==> config.mk <==
export PLATFORM = sky130hd
export DESIGN_NAME = rx_dma_writer
export DESIGN_NICKNAME = d
export VERILOG_FILES = /design/src/rtl/rxdma_pkg.sv /design/src/rtl/rxdma_line_pack.sv /design/src/rtl/rxdma_ring_ptr.sv /design/src/rtl/rx_dma_writer.sv
export SDC_FILE = /design/constraint.sdc
export NUM_CORES = 1
export LEC_CHECK = 0
export ABC_AREA = 1
export ABC_CLOCK_PERIOD_IN_PS = 2200
export BUFFER_PORTS_ARGS = -buffer_cell sky130_fd_sc_hd__clkbuf_2
export CAP_MARGIN = 20
export CORE_MARGIN = 4
export CORE_UTILIZATION = 51
export CTS_BUF_LIST = sky130_fd_sc_hd__clkbuf_4 sky130_fd_sc_hd__clkbuf_8
export CTS_CLUSTER_SIZE = 28
export DETAILED_ROUTE_END_ITERATION = 10
export PLACE_DENSITY_LB_ADDON = 0.12
export SLEW_MARGIN = 20
export SYNTH_ARGS = -nofsm -noshare
export SYNTH_HDL_FRONTEND = slang
export SYNTH_SLANG_ARGS = --single-unit
==> constraint.sdc <==
create_clock -name clk_i -period 2.2 [get_ports clk_i]
set_input_delay 0.22 -clock clk_i [delete_from_list [all_inputs] [get_ports clk_i]]
set_output_delay 0.22 -clock clk_i [all_outputs]
set_load 0.01 [all_outputs]
==> src/rtl/rxdma_pkg.sv <==
package rxdma_pkg;
  typedef enum logic [2:0] {
    S_IDLE,
    S_FETCH,
    S_FILL,
    S_FLUSH,
    S_WB
  } wr_state_e;

  // write-back position code = {first, last}
  localparam logic [1:0] POS_WHOLE  = 2'b11;
  localparam logic [1:0] POS_FIRST  = 2'b10;
  localparam logic [1:0] POS_MIDDLE = 2'b00;
  localparam logic [1:0] POS_LAST   = 2'b01;
endpackage

==> src/rtl/rxdma_line_pack.sv <==
module rxdma_line_pack #(
  parameter int LINE_BYTES = 32,
  localparam int IDXW = $clog2(LINE_BYTES)
) (
  input  logic                    clk_i,
  input  logic                    rst_ni,
  input  logic                    clr_i,
  input  logic                    we_i,
  input  logic [IDXW-1:0]         idx_i,
  input  logic [7:0]              byte_i,
  output logic [8*LINE_BYTES-1:0] line_o
);
  for (genvar g = 0; g < LINE_BYTES; g++) begin : g_lane
    logic [7:0] lane_q;
    always_ff @(posedge clk_i or negedge rst_ni) begin
      if (!rst_ni) lane_q <= '0;
      else if (clr_i) lane_q <= '0;
      else if (we_i && idx_i == IDXW'(g)) lane_q <= byte_i;
    end
    assign line_o[8*g +: 8] = lane_q;
  end
endmodule

==> src/rtl/rxdma_ring_ptr.sv <==
module rxdma_ring_ptr #(
  parameter int AW = 32,
  parameter int DESC_BYTES = 16
) (
  input  logic          clk_i,
  input  logic          rst_ni,
  input  logic [AW-1:0] base_i,
  input  logic          adv_i,
  input  logic          wrap_i,
  output logic [AW-1:0] ptr_o
);
  logic [AW-1:0] off_q;

  always_ff @(posedge clk_i or negedge rst_ni) begin
    if (!rst_ni) off_q <= '0;
    else if (adv_i) off_q <= wrap_i ? '0 : off_q + AW'(DESC_BYTES);
  end

  assign ptr_o = base_i + off_q;

  a_r9_wrap_to_base: assert property (@(posedge clk_i) disable iff (!rst_ni)
    (adv_i && wrap_i && $stable(base_i)) |=> (ptr_o == base_i));
  a_r9_step: assert property (@(posedge clk_i) disable iff (!rst_ni)
    (adv_i && !wrap_i && $stable(base_i)) |=> (ptr_o == $past(ptr_o) + AW'(DESC_BYTES)));
endmodule

==> src/rtl/rx_dma_writer.sv <==
module rx_dma_writer
  import rxdma_pkg::*;
#(
  parameter int AW = 32,
  parameter int LEN_W = 16,
  parameter int FCW = 16,
  parameter int LINE_BYTES = 32,
  parameter int DESC_BYTES = 16,
  localparam int IDXW = $clog2(LINE_BYTES),
  localparam int LDW = 8 * LINE_BYTES
) (
  input  logic             clk_i,
  input  logic             rst_ni,
  input  logic [AW-1:0]    ring_base_i,
  input  logic [1:0]       pad_len_i,
  input  logic [FCW-1:0]   pad_pos_i,
  input  logic             fifo_valid_i,
  input  logic [7:0]       fifo_data_i,
  input  logic             fifo_last_i,
  output logic             fifo_ready_o,
  output logic             desc_req_o,
  output logic [AW-1:0]    desc_addr_o,
  input  logic             desc_ack_i,
  input  logic             desc_active_i,
  input  logic             desc_ring_end_i,
  input  logic [AW-1:0]    desc_buf_addr_i,
  input  logic [LEN_W-1:0] desc_buf_len_i,
  output logic             desc_empty_o,
  output logic             mem_wr_o,
  output logic [AW-1:0]    mem_addr_o,
  output logic [LDW-1:0]   mem_data_o,
  input  logic             mem_ready_i,
  output logic             wb_valid_o,
  output logic [AW-1:0]    wb_addr_o,
  output logic [1:0]       wb_pos_o,
  output logic [LEN_W-1:0] wb_count_o
);
  localparam logic [LEN_W-1:0] LINE_LEN = LEN_W'(LINE_BYTES);

  wr_state_e        state_q;
  logic [FCW-1:0]   frame_cnt_q, pad_pos_q;
  logic [1:0]       pad_left_q;
  logic [AW-1:0]    buf_addr_q;
  logic [LEN_W-1:0] buf_len_q, buf_used_q, desc_cnt_q;
  logic [IDXW-1:0]  line_idx_q;
  logic             first_q, done_q, ring_end_q, empty_q;
  logic [AW-1:0]    ptr;

  logic pad_now, take, byte_we, line_end, flush_ok, buf_full, frame_end;

  assign pad_now   = (state_q == S_FILL) && (pad_left_q != 2'd0) && (frame_cnt_q == pad_pos_q);
  assign fifo_ready_o = (state_q == S_FILL) && !pad_now;
  assign take      = fifo_ready_o && fifo_valid_i;
  assign byte_we   = pad_now || take;
  assign frame_end = take && fifo_last_i;
  assign line_end  = line_idx_q == IDXW'(LINE_BYTES - 1);
  assign flush_ok  = (state_q == S_FLUSH) && mem_ready_i;
  assign buf_full  = (buf_used_q + LINE_LEN) == buf_len_q;

  always_ff @(posedge clk_i or negedge rst_ni) begin
    if (!rst_ni) begin
      state_q     <= S_IDLE;
      frame_cnt_q <= '0;
      pad_pos_q   <= '0;
      pad_left_q  <= '0;
      buf_addr_q  <= '0;
      buf_len_q   <= '0;
      buf_used_q  <= '0;
      desc_cnt_q  <= '0;
      line_idx_q  <= '0;
      first_q     <= 1'b0;
      done_q      <= 1'b0;
      ring_end_q  <= 1'b0;
      empty_q     <= 1'b0;
    end else begin
      unique case (state_q)
        S_IDLE: if (fifo_valid_i) begin
          pad_left_q  <= pad_len_i;
          pad_pos_q   <= pad_pos_i;
          frame_cnt_q <= '0;
          first_q     <= 1'b1;
          done_q      <= 1'b0;
          state_q     <= S_FETCH;
        end
        S_FETCH: if (desc_ack_i) begin
          if (desc_active_i) begin
            buf_addr_q <= desc_buf_addr_i;
            buf_len_q  <= desc_buf_len_i;
            ring_end_q <= desc_ring_end_i;
            buf_used_q <= '0;
            desc_cnt_q <= '0;
            line_idx_q <= '0;
            empty_q    <= 1'b0;
            state_q    <= S_FILL;
          end else begin
            empty_q <= 1'b1;
          end
        end
        S_FILL: if (byte_we) begin
          line_idx_q <= line_idx_q + 1'b1;
          if (pad_now) pad_left_q <= pad_left_q - 2'd1;
          if (take) begin
            frame_cnt_q <= frame_cnt_q + 1'b1;
            desc_cnt_q  <= desc_cnt_q + 1'b1;
          end
          if (frame_end) done_q <= 1'b1;
          if (line_end || frame_end) state_q <= S_FLUSH;
        end
        S_FLUSH: if (mem_ready_i) begin
          buf_used_q <= buf_used_q + LINE_LEN;
          line_idx_q <= '0;
          state_q    <= (done_q || buf_full) ? S_WB : S_FILL;
        end
        S_WB: begin
          first_q <= 1'b0;
          state_q <= done_q ? S_IDLE : S_FETCH;
        end
        default: state_q <= S_IDLE;
      endcase
    end
  end

  rxdma_line_pack #(.LINE_BYTES(LINE_BYTES)) u_pack (
    .clk_i  (clk_i),
    .rst_ni (rst_ni),
    .clr_i  (flush_ok),
    .we_i   (byte_we),
    .idx_i  (line_idx_q),
    .byte_i (pad_now ? 8'h00 : fifo_data_i),
    .line_o (mem_data_o)
  );

  rxdma_ring_ptr #(.AW(AW), .DESC_BYTES(DESC_BYTES)) u_ring (
    .clk_i  (clk_i),
    .rst_ni (rst_ni),
    .base_i (ring_base_i),
    .adv_i  (state_q == S_WB),
    .wrap_i (ring_end_q),
    .ptr_o  (ptr)
  );

  assign desc_req_o   = state_q == S_FETCH;
  assign desc_addr_o  = ptr;
  assign desc_empty_o = empty_q;
  assign mem_wr_o     = state_q == S_FLUSH;
  assign mem_addr_o   = buf_addr_q + AW'(buf_used_q);
  assign wb_valid_o   = state_q == S_WB;
  assign wb_addr_o    = ptr;
  assign wb_pos_o     = {first_q, done_q};
  assign wb_count_o   = desc_cnt_q;

  a_r2_burst_aligned: assert property (@(posedge clk_i) disable iff (!rst_ni)
    mem_wr_o |-> (mem_addr_o[IDXW-1:0] == '0));
  a_r2_burst_hold: assert property (@(posedge clk_i) disable iff (!rst_ni)
    (mem_wr_o && !mem_ready_i) |=> (mem_wr_o && $stable(mem_addr_o) && $stable(mem_data_o)));
  a_r7_wb_pulse: assert property (@(posedge clk_i) disable iff (!rst_ni)
    wb_valid_o |=> !wb_valid_o);
  a_r8_empty_stall: assert property (@(posedge clk_i) disable iff (!rst_ni)
    desc_empty_o |-> (desc_req_o && !mem_wr_o && !fifo_ready_o));
  a_r11_no_fetch_after_end: assert property (@(posedge clk_i) disable iff (!rst_ni)
    (wb_valid_o && wb_pos_o[0]) |=> !desc_req_o);
  a_r2_no_take_in_flush: assert property (@(posedge clk_i) disable iff (!rst_ni)
    mem_wr_o |-> !fifo_ready_o);
endmodule

==> flow_summary.ini, run 1 <==
[outcome]
outcome = finished, violations left
violations = negative setup slack

[final_layout]
mostFrequentLayoutCell = nand2_1
most-common-layout-cells = 749 x nand2_1, 411 x clkbuf_2, 400 x dfrtp_1
post_route_cells_drive_above_1_share_pct = 40.8
area_growth_syn_to_layout_pct = 49.5
number_of_nets_in_the_layout = 3609
finalNonFillerCells = 4031
postLayoutCoreUtil_pct = 77.3

[timing]
skew_ns = 0.0381
slew_viol_final = 0
timing.final.crit_share_pct = 140
setup_violations = 82
tightest_pin_transition_ns = 0.792
fmax_ghz = 0.325
period_needed_ns = 3.08
finalHoldWorstSlack_ns = 0.0840
crit_path_setup_slack_layout_ns = -0.879
setup_tns_ns = -45.21
relSlewSlack_pct = 46.8
hold_viol_final = 0
setup_repair_after_global_routing_missed_its_margin = yes

[synth]
synth_enable_flop_cells = 0
ys_async_sr_fraction_pct = 100
synth_ff_type = dfrtp_1
library_cell_occupying_the_most_area_in_the_post_synthesis_netlist = dfrtp_1
yosysWarnings = 0
synth.lib_cells_used.distinct = 45
mappedNetlistNets = 2798
ys_seq_area_share_pct = 47.9
synth_top_cell_area_share_pct = 47.9
cell_area_after_technology_mapping_mm2 = 0.0212
postSynthCellCount = 2634
synth_seq_cells = 405
ys_top_cells_by_area = dfrtp_1 48%, nand2_1 17%, nand3_1 8.2%
postSynthAreaPerCell_um2 = 8.04

[routing]
final_ant_viol_nets = 0
detail_route.vias_per_cell = 5.62
drc = 0
wirelength_um = 82900
first_pass_iters = 6
starting_drt_drc_count = 2325
wl_per_cell_um = 20.6
via_count = 22700

[clock_network]
clock_latency_ns = 0.65
numCtsBuffers = 72
root_buffer = clkbuf_8
cts_max_path_buffers = 3
htree_levels = 3
tritoncts_clock_tree = yes
cts.sinks = 405
cts.clk_slew.worst_paths_ns = 0.08

[power]
gate_power_share_pct = 42.3
switching_share_pct = 40.6
clockPowerShare_pct = 24.1
seq_power_share_pct = 33.7
power_density_over_cell_area_mw_per_mm2 = 980
total_leakage_power_nw = 16.8
power.net_switching_w = 0.0126
irDropWorstVdd_v = 0.000948
power.internal_w = 0.0184

[die]
rows = 74
floorplan.die_area_mm2 = 0.0448
start_util_pct = 51.7
die_width_um = 212
core_region_area_mm2 = 0.0409
die_y_um = 212
num_io_pins = 489

[setup_path]
setup.worst_path.end_class = output port
required_ns = 1.98
critical_path_peak_fanout = 6
worst_setup_path_start_kind = flip-flop
criticalPathCategory = reg2out
timing.critical_path.cells = ha_4 -> nand2_1 -> nor2_4 -> nand3_2 -> a21boi_1 -> buf_4 -> nand3_4 -> nor2_4 -> xor2_2 -> buf_2
cp.arrival_ns = 2.86
crit_path_max_incr_delay_ns = 0.45
cp_slowest_cell = dfrtp_1
cpLargestDelayFamily = simple AND/OR/NAND/NOR gates
worst-path-buf-inv = 2
critical_path.most_common_cell = nor2_4

[global_route]
maximum_number_of_pins_on_one_net_before_global_route_repair = 95
grt_antenna_before_repair = 7
grt_pass1_vias = 21500
grt_use_total_pct = 32.7
grt_pass1_wl_um = 117000
grt.overflow.total = 0

[placement]
port_buffers = 485
dp_cells = 3710
dpl_hpwl_um = 49900
finalWeightedCongestion = 0.943

[job]
max_cap_violations = 0

[min_path]
hold_path.class = in2reg
[state kept, by name, summed over array words and instances, names as in the netlist]
signal and cells:
pad_pos_q 16, state_q 3, buf_used_q 11, wb_count_o 16, ring_end_q 1, done_q 1
pad_left_q 2, line_idx_q 5, buf_addr_q 32, buf_len_q 16, u_ring.off_q 28, frame_cnt_q 16
first_q 1, desc_empty_o 1, u_pack.g_lane.lane_q 256
[layer usage]
metal | GRT usage [%] | vias to the layer above | wire (µm)
met4 | 13.4 | 6 | 4410
met1 | 42.4 | 10900 | 31500
met2 | 53.4 | 1192 | 39500
li1 | - | 10200 | -
met3 | 7.62 | 311 | 7450
met5 | 0 | - | 49
[worst reg2reg max path, delay by kind of cell (launching register included)]
family        cells  cell delay, ns
buf+inv           7            0.95
flops             1            0.41
simple gates      8            0.76
[cell usage after synthesis (3+ instances only)]
cell      number
o211ai_1       5
xnor2_1       17
clkbuf_1      72
o21ai_0       83
inv_1        145
a31oi_1        7
ha_1          50
buf_2         19
nor3_1        48
dfrtp_1      405
nand4_1       28
inv_2          6
nand2_1      947
o31ai_1       19
buf_12         3
o22ai_1        8
o21a_1         3
o21ai_1        6
nand3_1      346
o21bai_1       4
nand2_4        8
a21oi_1       72
inv_4         25
xor2_1        55
nand2_8       31
nor4_1         8
buf_4         38
nor2_1       153
[what timing repair did]
action,CTS,global route
gates cloned,21,14
pin swaps,111,154
gates resized for setup,280,474
endpoints found under the hold margin,473,0
setup buffers,47,57
hold buffers,69,0
endpoints found under the setup margin,347,383
[metrics by stage]
step                      instance area [µm²]  total power, W  setup WS [ns]
after CTS                               29500          0.0293         -0.643
final                                   31600          0.0310         -0.879
after global placement                  25300          0.0202         -0.229
after global routing                    31600          0.0325         -0.964
after floorplan                         21200          0.0159        -0.0152
after detailed placement                25300          0.0205         -0.217
[cell type report]
type | instances | area, µm²
repair buffers | 841 | 6080
well taps | 532 | 666
clock buffers | 113 | 1390
diodes | 4 | 10.0
inverters | 178 | 885
clock inverters | 11 | 121
flip-flops and latches | 405 | 10100
multi-input cells | 1947 | 12400
fillers | 2724 | 9280
[power groups by stage]
| stage | Clock, W | Combinational [W] | Sequential, W |
|---|---|---|---|
| 5_1_grt | 0.00787 | 0.0141 | 0.0106 |
| 3_5_place_dp | 0 | 0.0101 | 0.0104 |
| 2_1_floorplan | 0 | 0.00544 | 0.0105 |
| 4_1_cts | 0.00754 | 0.0114 | 0.0103 |
| 6_report | 0.00746 | 0.0131 | 0.0104 |
| 3_3_place_gp | 0 | 0.00991 | 0.0103 |
[path summary, 6_finish.rpt]
path / start / end / slack (ns) / cells past startpoint
worst max-delay path: buf_addr_q[13] / mem_addr_o[27] / -0.88 / 10
worst min-delay path: fifo_valid_i / pad_pos_q[10] / 0.08 / 5
worst max register to register: state_q[0] / u_pack.g_lane[24].lane_q[2] / -0.03 / 15
worst min register to register: ring_end_q / u_ring.off_q[27] / 0.47 / 1
max in group asynchronous: rst_ni / buf_used_q[11] / 1.23 / 3
min in group asynchronous: rst_ni / u_ring.off_q[13] / 0.12 / 2
[cell families (layout without fill, tap and decap cells)]
group	Yosys count	in the layout	share of synthesized area, %
flops	405	405	47.9
compound gates	215	215	5.64
simple gates	1579	1608	33.6
fa+ha+maj	50	50	2.95
buf+inv	311	1143	6.83
xor+xnor	73	73	3.08
other cells	1	5	0.0177
Note: power is estimated with default switching activity, not from simulation.
==> run 2: changes to the inputs <==
--- a/config.mk
+++ b/config.mk
@@ -9,7 +9,6 @@
 export ABC_CLOCK_PERIOD_IN_PS = 2200
 export BUFFER_PORTS_ARGS = -buffer_cell sky130_fd_sc_hd__clkbuf_2
 export CAP_MARGIN = 20
-export CORE_MARGIN = 4
 export CORE_UTILIZATION = 51
 export CTS_BUF_LIST = sky130_fd_sc_hd__clkbuf_4 sky130_fd_sc_hd__clkbuf_8
 export CTS_CLUSTER_SIZE = 28
==> run 2 against run 1 <==
  * The flow still finishes with violations (negative setup slack)
  * Core utilization down 3.7 points
  * Cell area decreased by 4.8%
  * Sequential share of layout area grew 1.6 points
  * Final cell count is 1.1% lower
  * Critical endpoint unchanged
  * Largest cell class unchanged
  * Largest power group unchanged
  * Highest routed layer is now met4
==> flow_summary.ini, run 2 (synthesized netlist as in run 1, its figures left out) <==
[outcome]
outcome = finished, violations left
violations = negative setup slack

[timing]
slew_viol_final = 0
fmax_ghz = 0.337
tightest_pin_transition_ns = 0.715
timing.final.crit_share_pct = 135
relSlewSlack_pct = 52.2
hold_viol_final = 0
skew_ns = 0.0245
setup_violations = 77
setup_repair_after_global_routing_missed_its_margin = yes
crit_path_setup_slack_layout_ns = -0.767
period_needed_ns = 2.97

[routing]
first_pass_iters = 6
final_ant_viol_nets = 0
drc = 0
via_count = 21800
starting_drt_drc_count = 1980
wl_per_cell_um = 19.0
wirelength_um = 75900
detail_route.vias_per_cell = 5.46

[setup_path]
critical_path_peak_fanout = 6
cp_slowest_cell = dfrtp_1
worst_setup_path_start_kind = flip-flop
criticalPathCategory = reg2out
required_ns = 1.98
timing.critical_path.cells = ha_4 -> nand2_2 -> o21ai_2 -> a21oi_2 -> a21boi_1 -> buf_4 -> nand3_4 -> nor2_4 -> xor2_1 -> buf_2
worst-path-buf-inv = 2
setup.worst_path.end_class = output port
cpLargestDelayFamily = compound AO/OA/AOI/OAI gates
crit_path_max_incr_delay_ns = 0.41
cp.arrival_ns = 2.75

[min_path]
hold_path.class = in2reg

[die]
core_region_area_mm2 = 0.0409
num_io_pins = 489
rows = 74
floorplan.die_area_mm2 = 0.0423
start_util_pct = 51.7
die_y_um = 206
die_width_um = 206

[clock_network]
cts_max_path_buffers = 3
tritoncts_clock_tree = yes
cts.sinks = 405
clock_latency_ns = 0.63
htree_levels = 3
numCtsBuffers = 70
cts.clk_slew.worst_paths_ns = 0.06
root_buffer = clkbuf_8

[global_route]
grt_pass1_wl_um = 111000
grt_antenna_before_repair = 8
maximum_number_of_pins_on_one_net_before_global_route_repair = 129
grt_use_total_pct = 33.6
grt_pass1_vias = 20500
grt.overflow.total = 0

[final_layout]
area_growth_syn_to_layout_pct = 42.4
post_route_cells_drive_above_1_share_pct = 35.2
top_regs = u_pack.g_lane.lane_q: 256 flops, buf_addr_q: 32 flops, u_ring.off_q: 28 flops
seq_area_mm2 = 0.0101
num-fill-cells = 3042
multi_input_area_mm2 = 0.0115
regMostFlops = u_pack.g_lane.lane_q
flip_flop_count_of_the_largest_register_all_copies_and_words_added = 256
mostFrequentLayoutCell = nand2_1
postLayoutCoreUtil_pct = 73.6
most-common-layout-cells = 899 x nand2_1, 409 x clkbuf_2, 400 x dfrtp_1
finish.instance_area_mm2 = 0.0301
number_of_nets_in_the_layout = 3561

[power]
irDropWorstVdd_v = 0.000957
total_leakage_power_nw = 15.9
power_density_over_cell_area_mw_per_mm2 = 975

[job]
max_cap_violations = 0

[placement]
dpl_hpwl_um = 49100
placed_cell_area_mm2 = 0.0254
finalWeightedCongestion = 0.928
port_buffers = 485
==> run 2: changes by cell type in the layout (fill, tap and decap cells not counted), sizes merged <==
cell and change:
diode +4, nand2 -25, bufinv -1, clkinvlp +2, buf -18, inv +1
dlygate4sd3 +1, clkbuf -8
==> run 2: timing repair <==
action,4_1_cts,5_1_grt
endpoints found under the setup margin,112,299
pin swaps,63,103
gates cloned,2,2
endpoints found under the hold margin,479,0
buffers inserted,21,45
hold buffers,70,0
resized for setup,190,297
==> run 2: worst paths after layout <==
check	cells past startpoint	slack, ns	endpoint	from
hold reg to reg	2	0.48	buf_len_q[0]	buf_len_q[0]
max in group asynchronous	3	1.35	u_pack.g_lane[11].lane_q[4]	rst_ni
setup / recovery	10	-0.77	mem_addr_o[27]	buf_addr_q[11]
min in group asynchronous	2	0.13	u_pack.g_lane[21].lane_q[3]	rst_ni
hold / removal	5	0.08	pad_pos_q[12]	fifo_valid_i
setup reg to reg	11	0.08	u_ring.off_q[22]	u_ring.off_q[5]
==> run 2: area by class of cell <==
| cell class | instances | share of cell area (%) |
|---|---|---|
| antenna | 8 | 0.0664 |
| timing repair buffer | 820 | 18.7 |
| sequential | 405 | 33.6 |
| tap | 532 | 2.21 |
| clock inverter | 13 | 0.249 |
| clock buffer | 109 | 4.50 |
| multi-input combinational | 1922 | 38.1 |
| inverter | 178 | 2.49 |
==> run 2: report_power, final <==
part | switching (W) | total (W) | internal [W]
Clock | 0.00311 | 0.00702 | 0.00391
Combinational | 0.00724 | 0.0120 | 0.00471
Sequential | 0.00133 | 0.0104 | 0.00908
==> run 2: layer usage <==
| layer | wire length (µm) | vias to the layer above | global-route usage (%) |
|---|---|---|---|
| li1 | - | 10100 | - |
| met4 | 3630 | 0 | 16.0 |
| met3 | 6690 | 226 | 6.89 |
| met2 | 35800 | 1033 | 53.0 |
| met1 | 29700 | 10400 | 44.1 |
| met5 | 0 | - | 0 |
==> run 2: tightest hold or removal path, cell delays in order <==
cell and delay (ns):
clkbuf_2 0.10, nand2_1 0.09, inv_2 0.12, nand2_1 0.08, nand2_1 0.05
==> run 2: metrics by stage <==
step                worst slack (ns)  TNS (ns)  power (W)  hold slack, ns  instances
finish                        -0.767    -41.95     0.0294          0.0766       3987
global placement              -0.146     -2.24     0.0202           0.178       3720
CTS                           -0.672    -38.62     0.0283          0.0282       3933
detailed placement            -0.186     -4.14     0.0204           0.178       3720
floorplan                    -0.0152   -0.0287     0.0159         -0.0756       2634
global route                  -0.857    -49.27     0.0310          0.0823       3985
==> run 3: changes to the inputs <==
--- a/config.mk
+++ b/config.mk
@@ -9,6 +9,7 @@
 export ABC_CLOCK_PERIOD_IN_PS = 2200
 export BUFFER_PORTS_ARGS = -buffer_cell sky130_fd_sc_hd__clkbuf_2
 export CAP_MARGIN = 20
+export CORE_ASPECT_RATIO = 1.1
 export CORE_UTILIZATION = 51
 export CTS_BUF_LIST = sky130_fd_sc_hd__clkbuf_4 sky130_fd_sc_hd__clkbuf_8
 export CTS_CLUSTER_SIZE = 28
==> run 3 against run 2 <==
  * The flow still finishes with violations (negative setup slack)
  * Via count up 1.4%
  * Final cell count is 0.73% higher
  * Worst setup slack gained 0.069 ns
  * Global-route usage down 0.43 points
  * Clock power down 1%
==> flow_summary.ini, run 3 (synthesized netlist as in run 1, its figures left out) <==
[power]
power.net_switching_w = 0.0119
clockPowerShare_pct = 23.5
gate_power_share_pct = 41.4
power_density_over_cell_area_mw_per_mm2 = 944
power.internal_w = 0.0177
switching_share_pct = 40.2
irDropWorstVdd_v = 0.000729
seq_power_share_pct = 35.1
total_leakage_power_nw = 16.6

[final_layout]
most-common-layout-cells = 780 x nand2_1, 418 x clkbuf_2, 403 x dfrtp_1
post_route_cells_drive_above_1_share_pct = 39.8
regMostFlops = u_pack.g_lane.lane_q
top_regs = u_pack.g_lane.lane_q: 256 flops, buf_addr_q: 32 flops, u_ring.off_q: 28 flops
flip_flop_count_of_the_largest_register_all_copies_and_words_added = 256
area_growth_syn_to_layout_pct = 47.8
num-fill-cells = 2833
finalNonFillerCells = 4016
number_of_nets_in_the_layout = 3579
mostFrequentLayoutCell = nand2_1

[outcome]
violations = negative setup slack
outcome = finished, violations left

[global_route]
grt_pass1_vias = 20700
maximum_number_of_pins_on_one_net_before_global_route_repair = 119
grt_use_total_pct = 33.1
grt_antenna_before_repair = 9
grt.overflow.total = 0
grt_pass1_wl_um = 110000

[placement]
finalWeightedCongestion = 0.889
dp_cells = 3732
place_ws_ns = -0.150
dpl_hpwl_um = 49200
port_buffers = 485

[die]
rows = 77
die_y_um = 216
start_util_pct = 52.2
num_io_pins = 489
die_width_um = 196
core_region_area_mm2 = 0.0406
floorplan.die_area_mm2 = 0.0423

[clock_network]
clock_latency_ns = 0.65
cts.sinks = 405
cts_max_path_buffers = 3
cts.clk_slew.worst_paths_ns = 0.07
htree_levels = 3
tritoncts_clock_tree = yes
root_buffer = clkbuf_8
numCtsBuffers = 69

[routing]
wirelength_met1_um = 30300
via_count = 22100
starting_drt_drc_count = 1412
wirelength_um = 78300
detail_route.vias_per_cell = 5.49
routed-wl-met2_um = 37700
first_pass_iters = 5
highest-signal-layer = met5
wl_per_cell_um = 19.5
drc = 0
met3WireLength_um = 6240
final_ant_viol_nets = 0

[timing]
timing.final.crit_share_pct = 132
tightest_pin_transition_ns = 0.860
fmax_ghz = 0.345
setup_repair_after_global_routing_missed_its_margin = yes
setup_violations = 98
slew_viol_final = 0
hold_viol_final = 0
setup_tns_ns = -42.62
skew_ns = 0.0300
finalHoldWorstSlack_ns = 0.0659
crit_path_setup_slack_layout_ns = -0.698
relSlewSlack_pct = 42.4
period_needed_ns = 2.90

[setup_path]
worst_setup_path_start_kind = flip-flop
cp.arrival_ns = 2.68
critical_path_peak_fanout = 5
required_ns = 1.98
setup.worst_path.end_class = output port
reg2reg_slack_ns = -0.05
criticalPathCategory = reg2out

[job]
max_cap_violations = 0

[min_path]
hold_path.class = in2reg
==> run 3: cell count changes in the layout (fill, tap and decap cells not counted), sizes merged, moves of 2 or more <==
| cell | change |
|---|---|
| clkinvlp | -2 |
| clkinv | +7 |
| clkbuf | +7 |
| bufinv | +2 |
| buf | -14 |
| nor2 | -3 |
| inv | -7 |
| nand2 | +19 |
==> run 3: area by class of cell <==
cell class / instances / area (µm²) / area share [%]
multi-input cells: 1938 / 12200 / 39.1
flip-flops and latches: 405 / 10100 / 32.4
repair buffers: 823 / 5980 / 19.1
clock buffers: 99 / 1220 / 3.90
inverters: 178 / 882 / 2.82
well taps: 553 / 692 / 2.21
clock inverters: 13 / 128 / 0.408
diodes: 7 / 17.5 / 0.0560
==> run 3: routing by layer <==
layer	vias up	global-route usage (%)
met5	-	0
met4	4	16.6
met3	251	6.94
met2	1051	55.2
met1	10600	40.7
li1	10100	-
==> run 3: metrics by stage <==
step	util (%)	instance area, µm²	total power, W
2_1_floorplan	-	21200	0.0159
3_3_place_gp	62.5	25400	0.0201
3_5_place_dp	62.5	25400	0.0204
4_1_cts	71.2	28900	0.0281
5_1_grt	77.1	31300	0.0311
6_report	77.1	31300	0.0295
==> run 3: worst max-delay path: stages (launching register included) <==
cell,delay (ns)
dfrtp_1,0.43
ha_4,0.30
a21oi_4,0.18
inv_2,0.06
a31oi_4,0.18
buf_6,0.13
o21ai_4,0.06
a21oi_4,0.14
nor2_1,0.06
nor2_1,0.18
xnor2_1,0.16
buf_2,0.16
==> run 3: final timing paths <==
| path | from | endpoint | cells after the start |
|---|---|---|---|
| worst max-delay path | u_ring.off_q[16] | desc_addr_o[21] | 11 |
| worst min-delay path | fifo_valid_i | done_q | 5 |
| worst max register to register | frame_cnt_q[2] | u_pack.g_lane[15].lane_q[5] | 17 |
| worst min register to register | buf_len_q[4] | buf_len_q[4] | 2 |
| max in group asynchronous | rst_ni | u_pack.g_lane[9].lane_q[5] | 3 |
| min in group asynchronous | rst_ni | u_ring.off_q[16] | 2 |
==> run 3: what timing repair did <==
item,in CTS,in global routing
resized for setup,246,485
buffers inserted,29,41
gates cloned,1,31
hold buffers,70,0
setup endpoints to repair,147,357
endpoints found under the hold margin,474,0
pin swaps,75,156
==> run 3: power by group through the flow <==
stage / Clock, W / Sequential, W / Combinational [W]
floorplan: 0 / 0.0105 / 0.00544
global placement: 0 / 0.0102 / 0.00986
detailed placement: 0 / 0.0103 / 0.0101
CTS: 0.00704 / 0.0102 / 0.0108
global route: 0.00736 / 0.0105 / 0.0132
finish: 0.00695 / 0.0104 / 0.0122
